**src/rtl/sigroute_regs.sv**
```systemverilog
module sigroute_regs #(
  parameter int NUM_CLIENT = 3,
  parameter int NUM_SIG    = 5,
  parameter int ADDR_W     = 8
) (
  input  logic                          clk,
  input  logic                          rst_n,
  input  logic [ADDR_W-1:0]             bus_addr,
  input  logic                          bus_we,
  input  logic [31:0]                   bus_wdata,
  output logic [31:0]                   bus_rdata,
  input  logic [NUM_CLIENT*NUM_SIG-1:0] in_pulse,
  output logic                          out_valid,
  output logic [15:0]                   out_client,
  output logic [15:0]                   out_signal,
  output logic                          irq
);
  localparam int N = NUM_CLIENT * NUM_SIG;
  localparam logic [ADDR_W-1:0] OFS_RING  = ADDR_W'('h0C);
  localparam logic [ADDR_W-1:0] OFS_NEXT  = ADDR_W'('h10);
  localparam logic [ADDR_W-1:0] OFS_UNMSK = ADDR_W'('h14);
  localparam logic [ADDR_W-1:0] OFS_MSK   = ADDR_W'('h18);
  localparam logic [ADDR_W-1:0] OFS_CLR   = ADDR_W'('h1C);
  localparam logic [ADDR_W-1:0] OFS_WIPE  = ADDR_W'('h38);

  logic [N-1:0] pend_q, en_q, hit, sel;
  logic [15:0]  wr_cli, wr_sig;
  logic         id_ok, wipe;

  assign wr_cli = bus_wdata[31:16];
  assign wr_sig = bus_wdata[15:0];
  assign id_ok  = ({16'd0, wr_cli} < 32'(NUM_CLIENT)) && ({16'd0, wr_sig} < 32'(NUM_SIG));
  assign wipe   = bus_we && bus_addr == OFS_WIPE && bus_wdata[0];
  assign hit    = pend_q & en_q;
  assign irq    = |hit;

  for (genvar i = 0; i < N; i++) begin : g_bit
    localparam int C = i / NUM_SIG;
    localparam int S = i % NUM_SIG;
    assign sel[i] = bus_we && id_ok && wr_cli == 16'(C) && wr_sig == 16'(S);

    always_ff @(posedge clk or negedge rst_n)
      if (!rst_n) begin
        pend_q[i] <= 1'b0;
        en_q[i]   <= 1'b0;
      end else if (wipe) begin
        pend_q[i] <= 1'b0;
        en_q[i]   <= 1'b0;
      end else begin
        pend_q[i] <= in_pulse[i] | (pend_q[i] & ~(sel[i] && bus_addr == OFS_CLR));
        if (sel[i] && bus_addr == OFS_UNMSK) en_q[i] <= 1'b1;
        else if (sel[i] && bus_addr == OFS_MSK) en_q[i] <= 1'b0;
      end
  end

  always_comb begin
    logic found;
    logic [31:0] nxt;
    found = 1'b0;
    nxt   = '1;
    for (int c = 0; c < NUM_CLIENT; c++)
      for (int s = 0; s < NUM_SIG; s++)
        if (!found && hit[c*NUM_SIG+s]) begin
          nxt   = {16'(c), 16'(s)};
          found = 1'b1;
        end
    bus_rdata = (bus_addr == OFS_NEXT) ? nxt : 32'd0;
  end

  always_ff @(posedge clk or negedge rst_n)
    if (!rst_n) begin
      out_valid  <= 1'b0;
      out_client <= '0;
      out_signal <= '0;
    end else begin
      out_valid <= bus_we && bus_addr == OFS_RING && id_ok;
      if (bus_we && bus_addr == OFS_RING && id_ok) begin
        out_client <= wr_cli;
        out_signal <= wr_sig;
      end
    end
endmodule

```
**config.mk**
```make
export PLATFORM = sky130hd
export DESIGN_NAME = sigroute_regs
export DESIGN_NICKNAME = d
export VERILOG_FILES = /design/src/rtl/sigroute_regs.sv
export SDC_FILE = /design/constraint.sdc
export NUM_CORES = 1
export LEC_CHECK = 0
export ABC_AREA = 1
export BUFFER_PORTS_ARGS = -buffer_cell sky130_fd_sc_hd__buf_2
export CELL_PAD_IN_SITES_DETAIL_PLACEMENT = 1
export CELL_PAD_IN_SITES_GLOBAL_PLACEMENT = 2
export CORE_MARGIN = 1
export CORE_UTILIZATION = 29
export CTS_CLUSTER_DIAMETER = 120
export DETAILED_ROUTE_END_ITERATION = 10
export GPL_ROUTABILITY_DRIVEN = 0
export HOLD_SLACK_MARGIN = 0.15
export PLACE_DENSITY_LB_ADDON = 0.08
export RECOVER_POWER = 25
export SLEW_MARGIN = 20
export SYNTH_ARGS = -nofsm -noshare
export SYNTH_HDL_FRONTEND = slang
export SYNTH_SLANG_ARGS = --single-unit
```
**constraint.sdc**
```tcl
create_clock -name clk -period 5.2 [get_ports clk]
set_input_delay 0.26 -clock clk [delete_from_list [all_inputs] [get_ports clk]]
set_output_delay 0.26 -clock clk [all_outputs]
set_load 0.1 [all_outputs]
```
# After elaboration in Yosys (flattened, before gate mapping)
# Cells that the tools add are included.
[op_classes] eq_ne=12 reduce_logical=115 order_cmp=2 mux=90 bitwise=46
[op_table] cell="2-to-1 mux 32 bit" n=16
[op_table] cell="logical AND 1 bit" n=83
[op_table] cell="2-to-1 mux 1 bit" n=74
[op_table] cell="equality test 16 x 2 -> 1 bit (second input constant)" n=3
[op_table] cell="nonzero test 3 bit" n=15
[op_table] cell="equality test 16 x 1 -> 1 bit (second input constant)" n=2
[op_table] cell="equality test 8 x 5 -> 1 bit (second input constant)" n=4
[op_table] cell="zero test 16 bit" n=2
[op_table] cell="equality test 16 x 3 -> 1 bit (second input constant)" n=1
[op_table] cell="< comparator 16 x 2 -> 1 bit (second input constant)" n=1
[op_table] cell="< comparator 16 x 3 -> 1 bit (second input constant)" n=1
[op_table] cell="AND 1 bit" n=15
[op_table] cell="AND 15 bit" n=1
[op_table] cell="NOT 1 bit" n=15
[op_table] cell="bitwise OR 1 bit" n=15
[op_table] cell="OR reduction 15 bit" n=1
[op_table] cell="zero test 1 bit" n=14
[op_table] cell="equality test 8 x 4 -> 1 bit (second input constant)" n=1
[op_table] cell="equality test 8 x 6 -> 1 bit (second input constant)" n=1
[totals] elab_cells=298 input_bits=58 output_inout_bits=66 register_bits=63

# Logic depth before layout (Yosys ltp)
# Gate-level depths: netlist (run 1).
[logic_depth] depth_word=45 ltp_mapped=9 mapped_depth_nobuf=9

# Worst setup path after synthesis (run 1)
# OpenSTA, ideal clock, no wires.
[synth_path] path_kind="register -> output" from="reg pend_q[4]" to="out bus_rdata[10]" slack_ns=0.280 stages_incl_launch_ff=9 t_arrival_ns=4.660 path_cell_list="dfrtp_1 -> nand2_1 -> nand2_1 -> inv_1 -> nand4_1 -> nor2_1 -> nand3_1 -> nor2_1 -> buf_4"
[synth_via] elab_chain_len=34 elab_cells_between_ends=44 classes_between="22 x mux; 1 x bitwise; 21 x reduce/logical"
[synth_rtl] item="from (decl)" line="26" rtl="logic [N-1:0] pend_q, en_q, hit, sel;"
[synth_rtl] item="from (signal, indexed assignment)" line="50" rtl="pend_q[i] <= in_pulse[i] | (pend_q[i] & ~(sel[i] && bus_addr == OFS_CLR));"
[synth_rtl] item="AND 15 bit (*)" line="34" rtl="assign hit = pend_q & en_q;"
[synth_rtl] item="logical AND 1 bit (*)" line="63" rtl="if (!found && hit[c*NUM_SIG+s]) begin"
[synth_rtl] item="2-to-1 mux 1 bit" line="63"
[synth_rtl] item="zero test 1 bit" line="63"
[synth_rtl] item="logical AND 1 bit" line="63"
[synth_rtl] item="2-to-1 mux 1 bit" line="63"
[synth_rtl] item="zero test 1 bit" line="63"
[synth_rtl] item="logical AND 1 bit" line="63"
[synth_rtl] item="(+18 left out)"
[synth_rtl] item="2-to-1 mux 1 bit" line="63"
[synth_rtl] item="zero test 1 bit" line="63"
[synth_rtl] item="logical AND 1 bit" line="63"
[synth_rtl] item="2-to-1 mux 1 bit" line="63"
[synth_rtl] item="zero test 1 bit" line="63"
[synth_rtl] item="logical AND 1 bit" line="63"
[synth_rtl] item="2-to-1 mux 32 bit (*)" line="63"
[synth_rtl] item="2-to-1 mux 32 bit (*)" line="67" rtl="bus_rdata = (bus_addr == OFS_NEXT) ? nxt : 32'd0;"
[synth_rtl] item="to (decl)" line="11" rtl="output logic [31:0] bus_rdata,"
# Mark *: on every way between the ends. The rest lies on a longest branch, timed or not.

==> run metrics, run 1 <==
critical path, cell by cell buf_2, clkbuf_1; Post-Syn Area 3520 um2; Crit path max-delay family buffers and inverters; Tcrit/Tclk final 0.635; post-synthesis sequential area ratio 0.448; CP Launch Type input port; part of the power in registers 0.417; Post-DRT Antenna Nets 0; Synth cell types 30; Worst EP arrival slightly below 3 ns; initial antenna violation count 0; Worst Path Required 4.81 ns; M1 WL 4850 um; Setup-failing EPs final 0; DIE AREA approximately 13000 um2; number of global-route vias before repair between 3000 and 4000; hold slack 0.157 ns; total core area 11600 um2; via count 3300; met2 WL 4570 um; Final Non-Filler Cells 701; synth top area cells dfrtp_1 45%, nand2_1 11%, nand4_1 8.7%; highest routed metal layer met4; diode count 0; Vias per Instance 4.71; Synth Instances 456; Total Power 1.18 mW; clk slew on worst S/H paths 0.06 ns; most frequent cells in the layout 123 x buf_2, 107 x nand2_1, 65 x inv_1, 63 x dfrtp_1, 49 x nand4_1; Nets 611; P_sw 275 uW; outcome finished, violations left; post-layout util 0.376; synth warn 0; drt wl/cell 14.3 um; # port buffers 123; Comb pwr share 0.055; Total Routing Usage GR 0.172; DIE WIDTH 112 um; H-tree depth 3; Pre-Repair DR Iteration Count 7; Max-Cap Viols 1; CP Class input port to asynchronous set/reset pin; fraction of final layout cells sized beyond drive strength 1 0.301; Layout area overhead 24.1%; met3 routed WL 532 um; largest net degree at the start of global routing between 60 and 70; DP Area 4040 um2; clock power share 0.527; total gr overflow 0; synthesized flop and latch total 63; Yosys top cell by area dfrtp_1; first-pass GRT wire length 17000 um; Internal approximately 900 uW; setup TNS 0 ns; CTS Buf Count 9; initial DRC count between 100 and 150; RSZ-0062 raised after global routing false; Max Slew Vio Count 64; fin area 4370 um2; drc violations 8; HP Class input port to flip-flop; pre-CTS WS 2.20 ns; most common cell after layout, fill and taps aside buf_2; clk_lat worst skew 0.33 ns; Fill cells 1503; Post-Route WL 10100 um; LEAKAGE about 2.5 nW; post-route minimum period 3.30 ns; final number of hold-violating endpoints 0; Initial Util 0.303; Worst Skew 0 ns; Ports 124; failing checks design-rule violations, max-capacitance violations, max-slew violations; die extent in y roughly 110 um; Longest Clk Path Bufs 2; Worst-Margin Slew between 3 and 4 ns; CP endpoint kind asynchronous set/reset pin; Yosys top cell area share 0.448; min setup slack post-route 1.90 ns; CTS Sinks 63; Peak VDD IR about 0.00013 V; PwrDens ~270 nW/um2; CP max FO 63; Detail Placement HPWL between 7000 and 8000 um; max frequency 303 MHz; switching power share of the total 0.234; Rows 39; TritonCTS clock tree built; slew margin rel. -1.41; Critical Path Max Stage Delay 2.51 ns; CP bufs+invs 2; Post-Syn Nets between 500 and 600; CTS root buf clkbuf_16; slowest CP cell clkbuf_1; Inst Count DP 683; average size of a mapped cell 7.72 um2
[sequential cells by signal, indices dropped and copies added, names as in the netlist]
name and cells:
out_client 16, out_signal 16, en_q 15, pend_q 15, out_valid 1
[Yosys cell counts (all sizes together)]
master	number
dfrtp	63
inv	70
nand3	14
nand2	108
and3	1
nor2	53
buf	38
nor3b	1
o21bai	1
o31ai	1
nand3b	2
nor3	4
nor4	2
a21oi	34
clkbuf	3
or2	2
nand4	51
o21ai	8
[kinds of logic after synthesis]
| group | Yosys count | synth area share |
|---|---|---|
| flip-flops | 63 | 0.448 |
| buffers and inverters | 111 | 0.157 |
| AND/OR/NAND/NOR | 238 | 0.331 |
| AO/OA/AOI/OAI | 44 | 0.0640 |
[layer usage]
metal  up-vias  global-route usage
met5         -                   0
li1       1641                   -
met3         7              0.0410
met2        94               0.276
met4         0              0.0507
met1      1558               0.230
[worst paths after layout]
path,from,end,cells after the start,slack [ns]
max reg2reg,pend_q[5],pend_q[5],2,4.52
min,in_pulse[12],pend_q[12],3,0.16
min reg2reg,out_client[12],out_client[12],2,0.46
max in group clk,pend_q[4],bus_rdata[7],8,2.27
min in group asynchronous,rst_n,out_valid,2,1.26
max,rst_n,out_client[3],2,1.90
[area by class of cell]
| class | instances | area, um2 | share of cell area |
|---|---|---|---|
| flip-flops and latches | 63 | 1580 | 0.361 |
| multi-input cells | 282 | 1400 | 0.320 |
| repair buffers | 127 | 647 | 0.148 |
| inverters | 70 | 263 | 0.0601 |
| clock buffers | 10 | 239 | 0.0547 |
| well taps | 143 | 179 | 0.0410 |
| clock inverters | 6 | 68.8 | 0.0158 |
[timing repair]
| action | in CTS | in global routing |
|---|---|---|
| endpoints found under the setup margin | 0 | 0 |
| buffers inserted | 0 | 0 |
| gates resized for setup | 0 | 0 |
| hold buffers | 2 | 0 |
| hold endpoints to repair | 2 | 0 |
[power by group through the flow]
stage | clock network (mW) | logic (mW) | registers, mW
4_1_cts | 0.638 | 0.0673 | 0.491
6_report | 0.620 | 0.0651 | 0.491
3_5_place_dp | 0 | 0.0658 | 0.500
3_3_place_gp | 0 | 0.0649 | 0.500
2_1_floorplan | 0 | 0.0254 | 0.500
5_1_grt | 0.656 | 0.0743 | 0.491
Note: power is estimated with default switching activity, not from simulation.
==> run 2: changes to the inputs <==
Settings changed: CORE_UTILIZATION 29 to 27.
Clock period 5.2 ns to 3.3 ns, I/O delays scaled along.
==> run metrics, run 2 (synthesized netlist as in run 1, its figures left out) <==
outcome finished, violations left; failing checks max-capacitance violations, max-slew violations; drt wl/cell 14.0 um; Worst-Margin Slew 2.16 ns; Total Power 1.79 mW; post-route minimum period between 2 and 3 ns; biggest regs out_client: 16 flops, out_signal: 16 flops; Vias per Instance about 4.5; Internal approximately 1.3 mW; DIE WIDTH approximately 120 um; DP Area 4100 um2; diode count 0; initial antenna violation count 0; switching power share of the total 0.253; part of the power in registers 0.431; RSZ-0062 raised after global routing false; Ports 124; CP endpoint kind flip-flop; Max Slew Vio Count 40; clk_lat worst skew 0.33 ns; number of global-route vias before repair 3440; Worst EP arrival 3.00 ns; CP max FO 2; Initial Util 0.278; largest net degree at the start of global routing 47; setup TNS 0 ns; initial DRC count 133; Pre-Repair DR Iteration Count 4; die extent in y 116 um; drc violations 0; Total Routing Usage GR 0.169; slew margin rel. -0.438; Post-Route WL 10500 um; Peak VDD IR around 0.00019 V; first-pass GRT wire length about 18000 um; total gr overflow 0; most common cell after layout, fill and taps aside buf_2; Detail Placement HPWL between 7000 and 8000 um; Layout area overhead 30.3%; Fill cells 1603; most frequent cells in the layout 112 x buf_2, 107 x nand2_1, 65 x inv_1, 63 x dfrtp_1, 49 x nand4_1; slowest CP cell dlygate4sd3_1; CP Class input port to flip-flop; Rows 41; clk slew on worst S/H paths 0.06 ns; PwrDens ~390 nW/um2; Worst Skew 0 ns; fraction of final layout cells sized beyond drive strength 1 0.275; P_sw 453 uW; fin area 4580 um2; total core area 12700 um2; most used cell, CP dlygate4sd3_1; Worst Path Required 3.57 ns; H-tree depth 3; Setup-failing EPs final 0; CTS Sinks 63; Post-DRT Antenna Nets 0; CP Launch Type input port; # port buffers approximately 120; TritonCTS clock tree built; Critical Path Max Stage Delay 0.60 ns; critical path, cell by cell dlygate4sd3_1, buf_2, nor4_1, dlygate4sd3_1, nand4_1, dlygate4sd3_1, nor3_1, dlygate4sd3_1; CTS Buf Count 9; final number of hold-violating endpoints 0; clock power share 0.502; LEAKAGE 2.59 nW; CTS root buf clkbuf_16; via count approximately 3400; max frequency 367 MHz; Nets 632; Max-Cap Viols 1; DIE AREA approximately 13000 um2; postcts setup bufs 0; HP Class input port to flip-flop; Tcrit/Tclk final 0.827; Comb pwr share 0.067; Longest Clk Path Bufs 2
-- run 2: changes by cell type in the layout (fill, tap and decap cells not counted), sizes merged --
cell / before / now
clkbuf: 11 / 20
buf: 124 / 115
bufinv: 1 / 0
inv: 71 / 72
clkinv: 3 / 4
dlygate4sd3: 2 / 22
-- run 2: final timing paths --
check | start | cells after the start | slack [ns] | end
min reg2reg | out_client[4] | 2 | 0.46 | out_client[4]
max reg2reg | en_q[13] | 2 | 2.62 | en_q[13]
min | bus_wdata[1] | 3 | 0.18 | out_signal[1]
max | bus_wdata[19] | 8 | 0.57 | out_valid
max in group asynchronous | rst_n | 3 | 0.95 | en_q[13]
min in group asynchronous | rst_n | 2 | 1.02 | out_client[3]
-- run 2: metrics by stage --
step,util,worst slack [ns],instances,hold WS [ns]
4_1_cts,0.363,0.639,751,0.179
2_1_floorplan,-,0.137,456,-0.131
3_5_place_dp,0.323,1.01,713,0.362
5_1_grt,0.362,0.394,751,0.205
3_3_place_gp,0.323,1.05,713,0.353
6_report,0.362,0.572,751,0.182
-- run 2: timing repair --
action	in CTS	in global routing
endpoints found under the hold margin	56	0
hold buffers	22	0
gates resized for setup	0	0
-- run 2: metal layers --
layer / vias to the layer above / GRT usage / wire length, um / share of wire
li1: 1678 / - / - / -
met3: 9 / 0.0348 / 485 / 0.046
met5: - / 0 / 0 / 0
met4: 0 / 0.0513 / 120 / 0.011
met2: 91 / 0.273 / 5010 / 0.48
met1: 1635 / 0.229 / 4910 / 0.47
-- run 2: critical path: cells and delay by family --
kind,cells,cell delay (ns)
buf+inv,5,2.36
simple gates,3,0.47
-- run 2: final cells by class --
type	instances	area [um2]	share of cell area
flip-flops and latches	63	1580	0.344
multi-input cells	282	1400	0.306
repair buffers	148	845	0.184
inverters	70	263	0.0573
clock buffers	9	225	0.0491
well taps	172	215	0.0469
clock inverters	7	56.3	0.0123
-- run 2: power groups by stage --
stage	Combinational, mW	Clock (mW)	Sequential, mW
4_1_cts	0.123	0.937	0.773
3_3_place_gp	0.103	0	0.787
5_1_grt	0.135	0.963	0.773
6_report	0.120	0.901	0.773
3_5_place_dp	0.105	0	0.787
2_1_floorplan	0.0400	0	0.787
